[src/rtl/offtime_chopper.sv]
module offtime_chopper #(
  parameter int BLANK_CYC   = 100,
  parameter int DEAD_CYC    = 48,
  parameter int OFF_DEF_CYC = 3000,
  parameter int OFF_W       = 16
) (
  input  logic             clk,
  input  logic             rst_n,
  input  logic             en,
  input  logic             trip,
  input  logic             mixed_req,
  input  logic             polarity,
  input  logic             zero_i,
  input  logic [OFF_W-1:0] off_cycles,
  output logic             a_hi,
  output logic             a_lo,
  output logic             b_hi,
  output logic             b_lo
);

  localparam int BW = $clog2(BLANK_CYC + 1);
  localparam int DW = $clog2(DEAD_CYC + 1);

  typedef enum logic [1:0] {S_IDLE, S_DRIVE, S_FAST, S_SLOW} st_t;

  st_t              st;
  logic             pol_q, zero_q;
  logic [OFF_W-1:0] off_q, fast_q, off_cnt, cnt_nx;
  logic [OFF_W-1:0] off_len, fast_len;
  logic [OFF_W+2:0] off5;
  logic [BW-1:0]    blank;
  logic [1:0][1:0]  tgt, outv;
  logic [1:0]       chg;
  logic             accept;

  assign off_len  = (off_cycles == '0) ? OFF_W'(OFF_DEF_CYC) : off_cycles;
  assign off5     = {3'b000, off_len} + {1'b0, off_len, 2'b00};
  assign fast_len = OFF_W'(off5 >> 4);
  assign cnt_nx   = off_cnt + 1'b1;

  always_comb begin
    tgt = '0;
    case (st)
      S_DRIVE: begin
        tgt[0] = pol_q ? 2'b01 : 2'b10;
        tgt[1] = pol_q ? 2'b10 : 2'b01;
      end
      S_FAST: if (!zero_q) begin
        tgt[0] = pol_q ? 2'b10 : 2'b01;
        tgt[1] = pol_q ? 2'b01 : 2'b10;
      end
      S_SLOW: if (!zero_q) begin
        tgt[0] = 2'b01;
        tgt[1] = 2'b01;
      end
      default: tgt = '0;
    endcase
  end

  for (genvar g = 0; g < 2; g++) begin : g_leg
    logic [1:0]    q, nxt;
    logic [DW-1:0] dc, dnx;

    always_comb begin
      nxt = q;
      dnx = dc;
      if (!en) begin
        nxt = '0;
        dnx = DW'(DEAD_CYC - 1);
      end else if (q != tgt[g] && q != 2'b00) begin
        nxt = '0;
        dnx = DW'(DEAD_CYC - 1);
      end else if (dc != '0) begin
        dnx = dc - 1'b1;
      end else begin
        nxt = tgt[g];
      end
    end

    always_ff @(posedge clk or negedge rst_n)
      if (!rst_n) begin
        q  <= '0;
        dc <= '0;
      end else begin
        q  <= nxt;
        dc <= dnx;
      end

    assign chg[g]  = (nxt != q);
    assign outv[g] = q;
  end

  always_ff @(posedge clk or negedge rst_n)
    if (!rst_n)               blank <= '0;
    else if (|chg)            blank <= BW'(BLANK_CYC);
    else if (blank != '0)     blank <= blank - 1'b1;

  assign accept = (st == S_DRIVE) && trip && (blank == '0) && (outv == tgt);

  always_ff @(posedge clk or negedge rst_n)
    if (!rst_n) begin
      st      <= S_IDLE;
      pol_q   <= 1'b0;
      zero_q  <= 1'b0;
      off_q   <= '0;
      fast_q  <= '0;
      off_cnt <= '0;
    end else if (!en) begin
      st     <= S_IDLE;
      zero_q <= 1'b0;
    end else begin
      case (st)
        S_IDLE: begin
          st    <= S_DRIVE;
          pol_q <= polarity;
        end
        S_DRIVE: begin
          zero_q <= 1'b0;
          if (accept) begin
            off_q   <= off_len;
            fast_q  <= fast_len;
            off_cnt <= '0;
            st      <= (mixed_req && fast_len != '0) ? S_FAST : S_SLOW;
          end
        end
        default: begin
          if (zero_i) zero_q <= 1'b1;
          off_cnt <= cnt_nx;
          if (cnt_nx == off_q) begin
            st     <= S_DRIVE;
            pol_q  <= polarity;
            zero_q <= 1'b0;
          end else if (st == S_FAST && cnt_nx == fast_q) begin
            st <= S_SLOW;
          end
        end
      endcase
    end

  assign a_hi = en & outv[0][1];
  assign a_lo = en & outv[0][0];
  assign b_hi = en & outv[1][1];
  assign b_lo = en & outv[1][0];

endmodule

[config.mk]
export PLATFORM = sky130hd
export DESIGN_NAME = offtime_chopper
export DESIGN_NICKNAME = d
export VERILOG_FILES = /design/src/rtl/offtime_chopper.sv
export SDC_FILE = /design/constraint.sdc
export NUM_CORES = 1
export LEC_CHECK = 0
export ABC_AREA = 0
export BUFFER_PORTS_ARGS = -buffer_cell sky130_fd_sc_hd__buf_2
export CORE_MARGIN = 5
export CORE_UTILIZATION = 59
export CTS_BUF_LIST = sky130_fd_sc_hd__clkbuf_16
export DETAILED_ROUTE_END_ITERATION = 6
export PLACE_DENSITY = 0.77
export RECOVER_POWER = 50
export REMOVE_ABC_BUFFERS = 1
export SYNTH_ARGS = -nofsm -noshare
export SYNTH_HDL_FRONTEND = slang
export SYNTH_SLANG_ARGS = --single-unit
[constraint.sdc]
create_clock -name clk -period 5.8 [get_ports clk]
set_input_delay 0.58 -clock clk [delete_from_list [all_inputs] [get_ports clk]]
set_output_delay 0.58 -clock clk [all_outputs]
set_load 0.03 [all_outputs]
# Yosys cells after proc, flatten, opt, wreduce, memory -nomap -nowiden
# Index checks and enable logic that the tools add are counted.
# classes
mux,34
bitwise,6
eq_ne,17
reduce_logical,24
n_addsub,5
# op_table
cell,n
6-bit 2-to-1 mux,6
16-bit 2-to-1 mux,2
16-bit one-hot mux with 2 select lines,1
2-bit 2-to-1 mux,12
16-bit by 18-bit adder with 19-bit output,1
"16-bit by 1-bit adder with 16-bit output, second input constant",1
16-bit by 15-bit == test with 1-bit output,1
16-bit == test,1
16-bit logical NOT,1
16-bit nonzero test,1
7-bit 2-to-1 mux,2
4-bit one-hot mux with 3 select lines,1
6-bit nonzero test,2
"6-bit by 1-bit subtractor with 6-bit output, second input constant",2
3-bit AND reduction,3
2-bit != test,4
2-bit nonzero test,4
1-bit logical AND,7
7-bit logical NOT,1
7-bit nonzero test,1
"7-bit by 1-bit subtractor with 7-bit output, second input constant",1
"3-bit by 1-bit != test with 1-bit output, second input constant",2
1-bit 2-to-1 mux,5
"5-bit by 1-bit != test with 1-bit output, second input constant",1
other kinds (15),23
# word_totals
regBits,74
output_inout_bits,4
inputBits,23

# Logic depth before layout (Yosys ltp)
# depth
word_depth,10
ltp_mapped,15

# Worst setup path before layout
# Ideal clock, no wire load.
# synth_timing
kind,in2reg
start,in off_cycles[12]
end,reg st[0]
setup_ps,120
path_buffers,1
path_slack_ps,2401
required_ps,5680
path_stages,15
arrival_ps,3279
cell_sequence,nor4_1 -> nand4_1 -> nor3_1 -> or2_2 -> ha_1 -> clkbuf_1 -> nand3_1 -> a21oi_1 -> o2bb2ai_1 -> a211oi_1 -> a21oi_1 -> nor2b_1 -> o21ai_0 -> a21o_1 -> a41o_1
# synth_between
elab_chain_len,9
# synth_lines
element,line_no,source
start: declaration,14,"input logic [OFF_W-1:0] off_cycles,"
16-bit logical NOT,36,assign off_len = (off_cycles == '0) ? OFF_W'(OFF_DEF_CYC) : off_cycles;
16-bit 2-to-1 mux,36,
via off_len[4],29,"logic [OFF_W-1:0] off_len, fast_len;"
16-bit by 18-bit adder with 19-bit output,37,"assign off5 = {3'b000, off_len} + {1'b0, off_len, 2'b00};"
16-bit nonzero test,123,st <= (mixed_req && fast_len != '0) ? S_FAST : S_SLOW;
1-bit logical AND,123,
1-bit 2-to-1 mux,123,
2-bit 2-to-1 mux,119,if (accept) begin
2-bit one-hot mux with 2 select lines,112,case (st)
2-bit 2-to-1 mux,108,end else if (!en) begin
end signal: assignment,123,
end: declaration,26,st_t st;
# The timed path passes the listed nets, and every way through them passes these cells. The select of a mux whose other input is x is not followed.
# A chain may end at the register's enable or synchronous reset.

# Worst setup path after layout
# layout_timing
start,reg off_cnt[0]
end,reg pol_q
# layout_between
elab_chain_len,4
# layout_lines
element,line_no,source
start: declaration,28,"logic [OFF_W-1:0] off_q, fast_q, off_cnt, cnt_nx;"
start signal: assignment,128,off_cnt <= cnt_nx;
16-bit by 1-bit adder with 16-bit output,39,assign cnt_nx = off_cnt + 1'b1;
16-bit == test,129,if (cnt_nx == off_q) begin
2-bit nonzero test (no source line),--,
3-bit AND reduction (no source line),--,
end signal: assignment,115,pol_q <= polarity;
end signal: assignment,131,pol_q <= polarity;
end: declaration,27,"logic pol_q, zero_q;"
# Every way passes these cells.

==> summary.md <==
| Metric | Value |
|---|---|
| Final worst-path cycle share | 0.668 |
| Routed Antenna Nets | 0 |
| Area of the core | 8300 sq um |
| Post-synth design cell area | 5070 sq um |
| Endpoint with the worst hold slack | pol_q$_DFFE_PN0P_ |
| Post-synth EDFFs | 0 |
| Number of diodes | 0 |
| Final std cell area, no fill | 5470 sq um |
| Total of warnings raised by yosys | 0 |
| Violation count after the first detailed-route iteration | 282 |
| Final worst-path setup slack | 1.92 ns |
| Total CTS buffers | 9 |
| Die Area | 10,500 sq um |
| Share of the synthesized netlist area taken by xor and xnor gates | 0.106 |
| Cell Area, Placed | 5180 sq um |
| Number of synthesized register bits | 74 |
| Mux cell area share after synthesis | 0.0528 |
| Count of unique library cells instantiated by Yosys | 64 |
| Sequential area share after synthesis | 0.365 |
| Total negative slack for setup checks | 0 ns |
| Overall track demand over capacity in global routing | 0.230 |
| Instance count along the most critical hold path | 2 |
| Setup crit end kind | flop |
| Max Freq | 258 MHz |
| Number of instances in the synthesized netlist | 577 |
| Cell Count, Final, Fillers Out | 685 |
| Worst vdd ir | 0.138 mV |
| Transition time at the pin with the least slew margin | 3.85 ns |
| Cts-stage hold buffer count | 0 |
| Worst slew slack as a fraction of its limit | -1.57 |
| Area growth, synth to finish | 7.85% |
| Number of global-route vias before repair | 4,164 |
| Reg2reg start | off_cnt[0]$_DFFE_PN0P_ |
| Count of placed standard cells including taps | 669 |
| # nets final | 614 |
| Startpoint class of the critical path | flop |
| Synthesized-area fraction occupied by ao, oa, aoi and oai cells | 0.164 |
| Primary FF master, synth | dfrtp_1 |
| Max-cap viol count | 1 |
| Min Tclk post-route | 3.88 ns |
| Wire length of the first global-routing pass | 19,300 um |
| Startpoint-to-endpoint class of the critical path | flop to flop |
| Post-synthesis average cell area | 8.79 sq um |
| CTS Root Cell | clkbuf_16 |
| Clk sink count | 74 |
| Initial cell density of the core | 0.611 |
| Worst Hold Margin | 0.483 ns |
| Pins Over Slew Limit | 75 |
| Unrepaired setup endpoints after global routing | false |
| Crit-path max FO | 9 |
| Leakage component of the power | 2.38 nW |
| Crit path required time | 6.02 ns |
| Number of antenna violations at the first check in global routing | 0 |
| Fraction of layout instances using a drive strength above 1 | 0.128 |
| Insertion delay to the later sink of the worst-skew pair | 0.33 ns |
| Clock tree from TritonCTS | done |
| Pin count of the biggest net entering global routing | 75 |
| Resized Gates After CTS | 0 |
| Largest stage delay on the critical path | 0.69 ns |
| Overall via count from detail_route | 4,210 |
| Asr flop ratio synth | 1.00 |
| Failing checks | capacitance limit, slew limit |
| Adder-cell share of the synthesized area | 0.0395 |
| CTS H-tree lvls | 3 |
| Routability cong. | 0.949 |
| Ports placed on the boundary | 27 |
| Number of detailed-routing iterations run before antenna repair | 4 |
| Overall die height | 103 um |
| Fin Clk Skew | 0.00671 ns |
| Simple-gate portion of the synthesized area | 0.228 |
| Ordered cell list for the critical path | ha_1, nand3_2, or4_1, nor2_1, xnor3_1, o2111ai_1, nor4_1, and2_1, o21ai_0, mux2_2 |
| Worst min-delay path class | input pin to flop |
| Count of final hold-check violations | 0 |
| Average routed wire per standard cell | 16.3 um |
| Run status | complete, but fails checks |
| Total number of placement rows | 33 |
| Reg2Reg Capture Point | pol_q$_DFFE_PN0P_ |
| Arrival time of the worst setup path | 4.09 ns |
| Total half-perimeter wirelength after legalization and detailed placement | 8140 um |
| Horizontal die dimension | 103 um |
| Number of remaining DRC errors | 0 |
| Pre-CTS setup slack | 1.76 ns |
| Power per unit of standard cell area | 222 nW/um^2 |
| Worst hold start | polarity |
| Register-to-register setup slack | 1.92 ns |
| Vias per cell | 6.15 |
| Worst reg2reg path depth | 10 |
| Clock Pin Slew Worst Setup and Hold Paths | 0.06 ns |
| Final setup fails | 0 |
| Buffer depth of the longest clock path | 2 |
| Setup fix buffers added after clock tree synthesis | 0 |
| Total congestion overflow | 0 |
| Cell with the largest stage delay on the worst path | or4_1 |
| Overall routed net length | 11,200 um |
| Combinational family with the most area after synthesis | simple AND/OR/NAND/NOR gates |
| Total of buffers placed on input and output ports | 26 |
## final cells by class
cell class / count / area [sq um]
Multi-Input combinational cell: 447 / 2990
Fill cell: 673 / 2830
Sequential cell: 74 / 1850
Clock buffer: 9 / 225
Timing Repair Buffer: 28 / 141
Tap cell: 105 / 131
Clock inverter: 7 / 68.8
Inverter: 15 / 56.3
## routing by layer
layer	global-route usage	up-vias	part of all wire
met5	0	-	0
met4	0.103	0	0.028
met3	0.0386	30	0.049
met2	0.383	99	0.48
met1	0.293	2025	0.44
li1	-	2056	-
## per-stage QoR
step                power, mW  utilization
global placement        0.668        0.624
finish                   1.21        0.659
CTS                      1.22        0.660
floorplan               0.626            -
global route             1.26        0.659
detailed placement      0.673        0.624
## state kept, by name (all words and copies together) (netlist names)
name,count
g_leg.q,4
fast_q,15
off_q,16
zero_q,1
blank,7
off_cnt,16
pol_q,1
g_leg.dc,12
st,2
## worst max-delay path by stage
stage | startpoint | end | slack [ns] | cells after the start
after floorplan | off_cycles[12] | st[0]$_DFFE_PN0P_ | 2.42 | 14
after global placement | off_cycles[12] | st[0]$_DFFE_PN0P_ | 1.83 | 15
after detailed placement | off_cycles[12] | st[0]$_DFFE_PN0P_ | 1.76 | 15
after CTS | off_cnt[0]$_DFFE_PN0P_ | pol_q$_DFFE_PN0P_ | 1.97 | 10
after global routing | rst_n | fast_q[10]$_DFFE_PN0P_ | 1.15 | 1
final | off_cnt[0]$_DFFE_PN0P_ | pol_q$_DFFE_PN0P_ | 1.92 | 10
## critical path, delay by kind of cell (launching register included)
| family | cells | cell delay [ns] |
|---|---|---|
| compound gates | 2 | 0.25 |
| xor+xnor | 1 | 0.22 |
| fa+ha+maj | 1 | 0.38 |
| flops | 1 | 0.51 |
| mux | 1 | 0.32 |
| simple gates | 5 | 2.07 |
## power by group
group | switching, mW | total (mW) | leakage [nW] | internal, mW
combinational | 0.0781 | 0.131 | 1.27 | 0.0534
sequential | 0.0106 | 0.533 | 0.968 | 0.522
clock | 0.215 | 0.547 | 0.143 | 0.332
## cell usage in the layout, fill, tap and decap left out, drive strengths merged, types with 5 or more instances in the layout
master   n
nand4   10
nor3b    6
or3      6
o211ai   7
nand3b   5
dfrtp   74
o31ai   10
mux2    19
mux2i    5
nor4    10
nor2    40
nor3    18
ha      16
inv     16
xnor2   31
clkbuf  12
or2      8
and2     7
nor2b   11
or4      5
nand2b  11
nand2   58
o21ai   46
nand3   19
xor2    19
buf     25
a21oi   25
## cells in the mapped netlist (all sizes together), types with 16 or more instances
master  number  share of area
dfrtp       74           0.37
a21oi       25          0.025
xor2        19          0.033
mux2        19          0.043
o21ai       46          0.045
nand2       58          0.043
nand3       19          0.022
xnor2       31          0.055
ha          16          0.039
nor3        18          0.018
clkbuf      30          0.022
nor2        40          0.030
## cells by family after synthesis
logic type	after synthesis
AND/OR/NAND/NOR	223
buffers and inverters	56
adder cells (fa/ha/maj)	16
AO/OA/AOI/OAI	130
flip-flops	74
multiplexers	24
XOR/XNOR	54
Note: power is estimated with default switching activity, not from simulation.
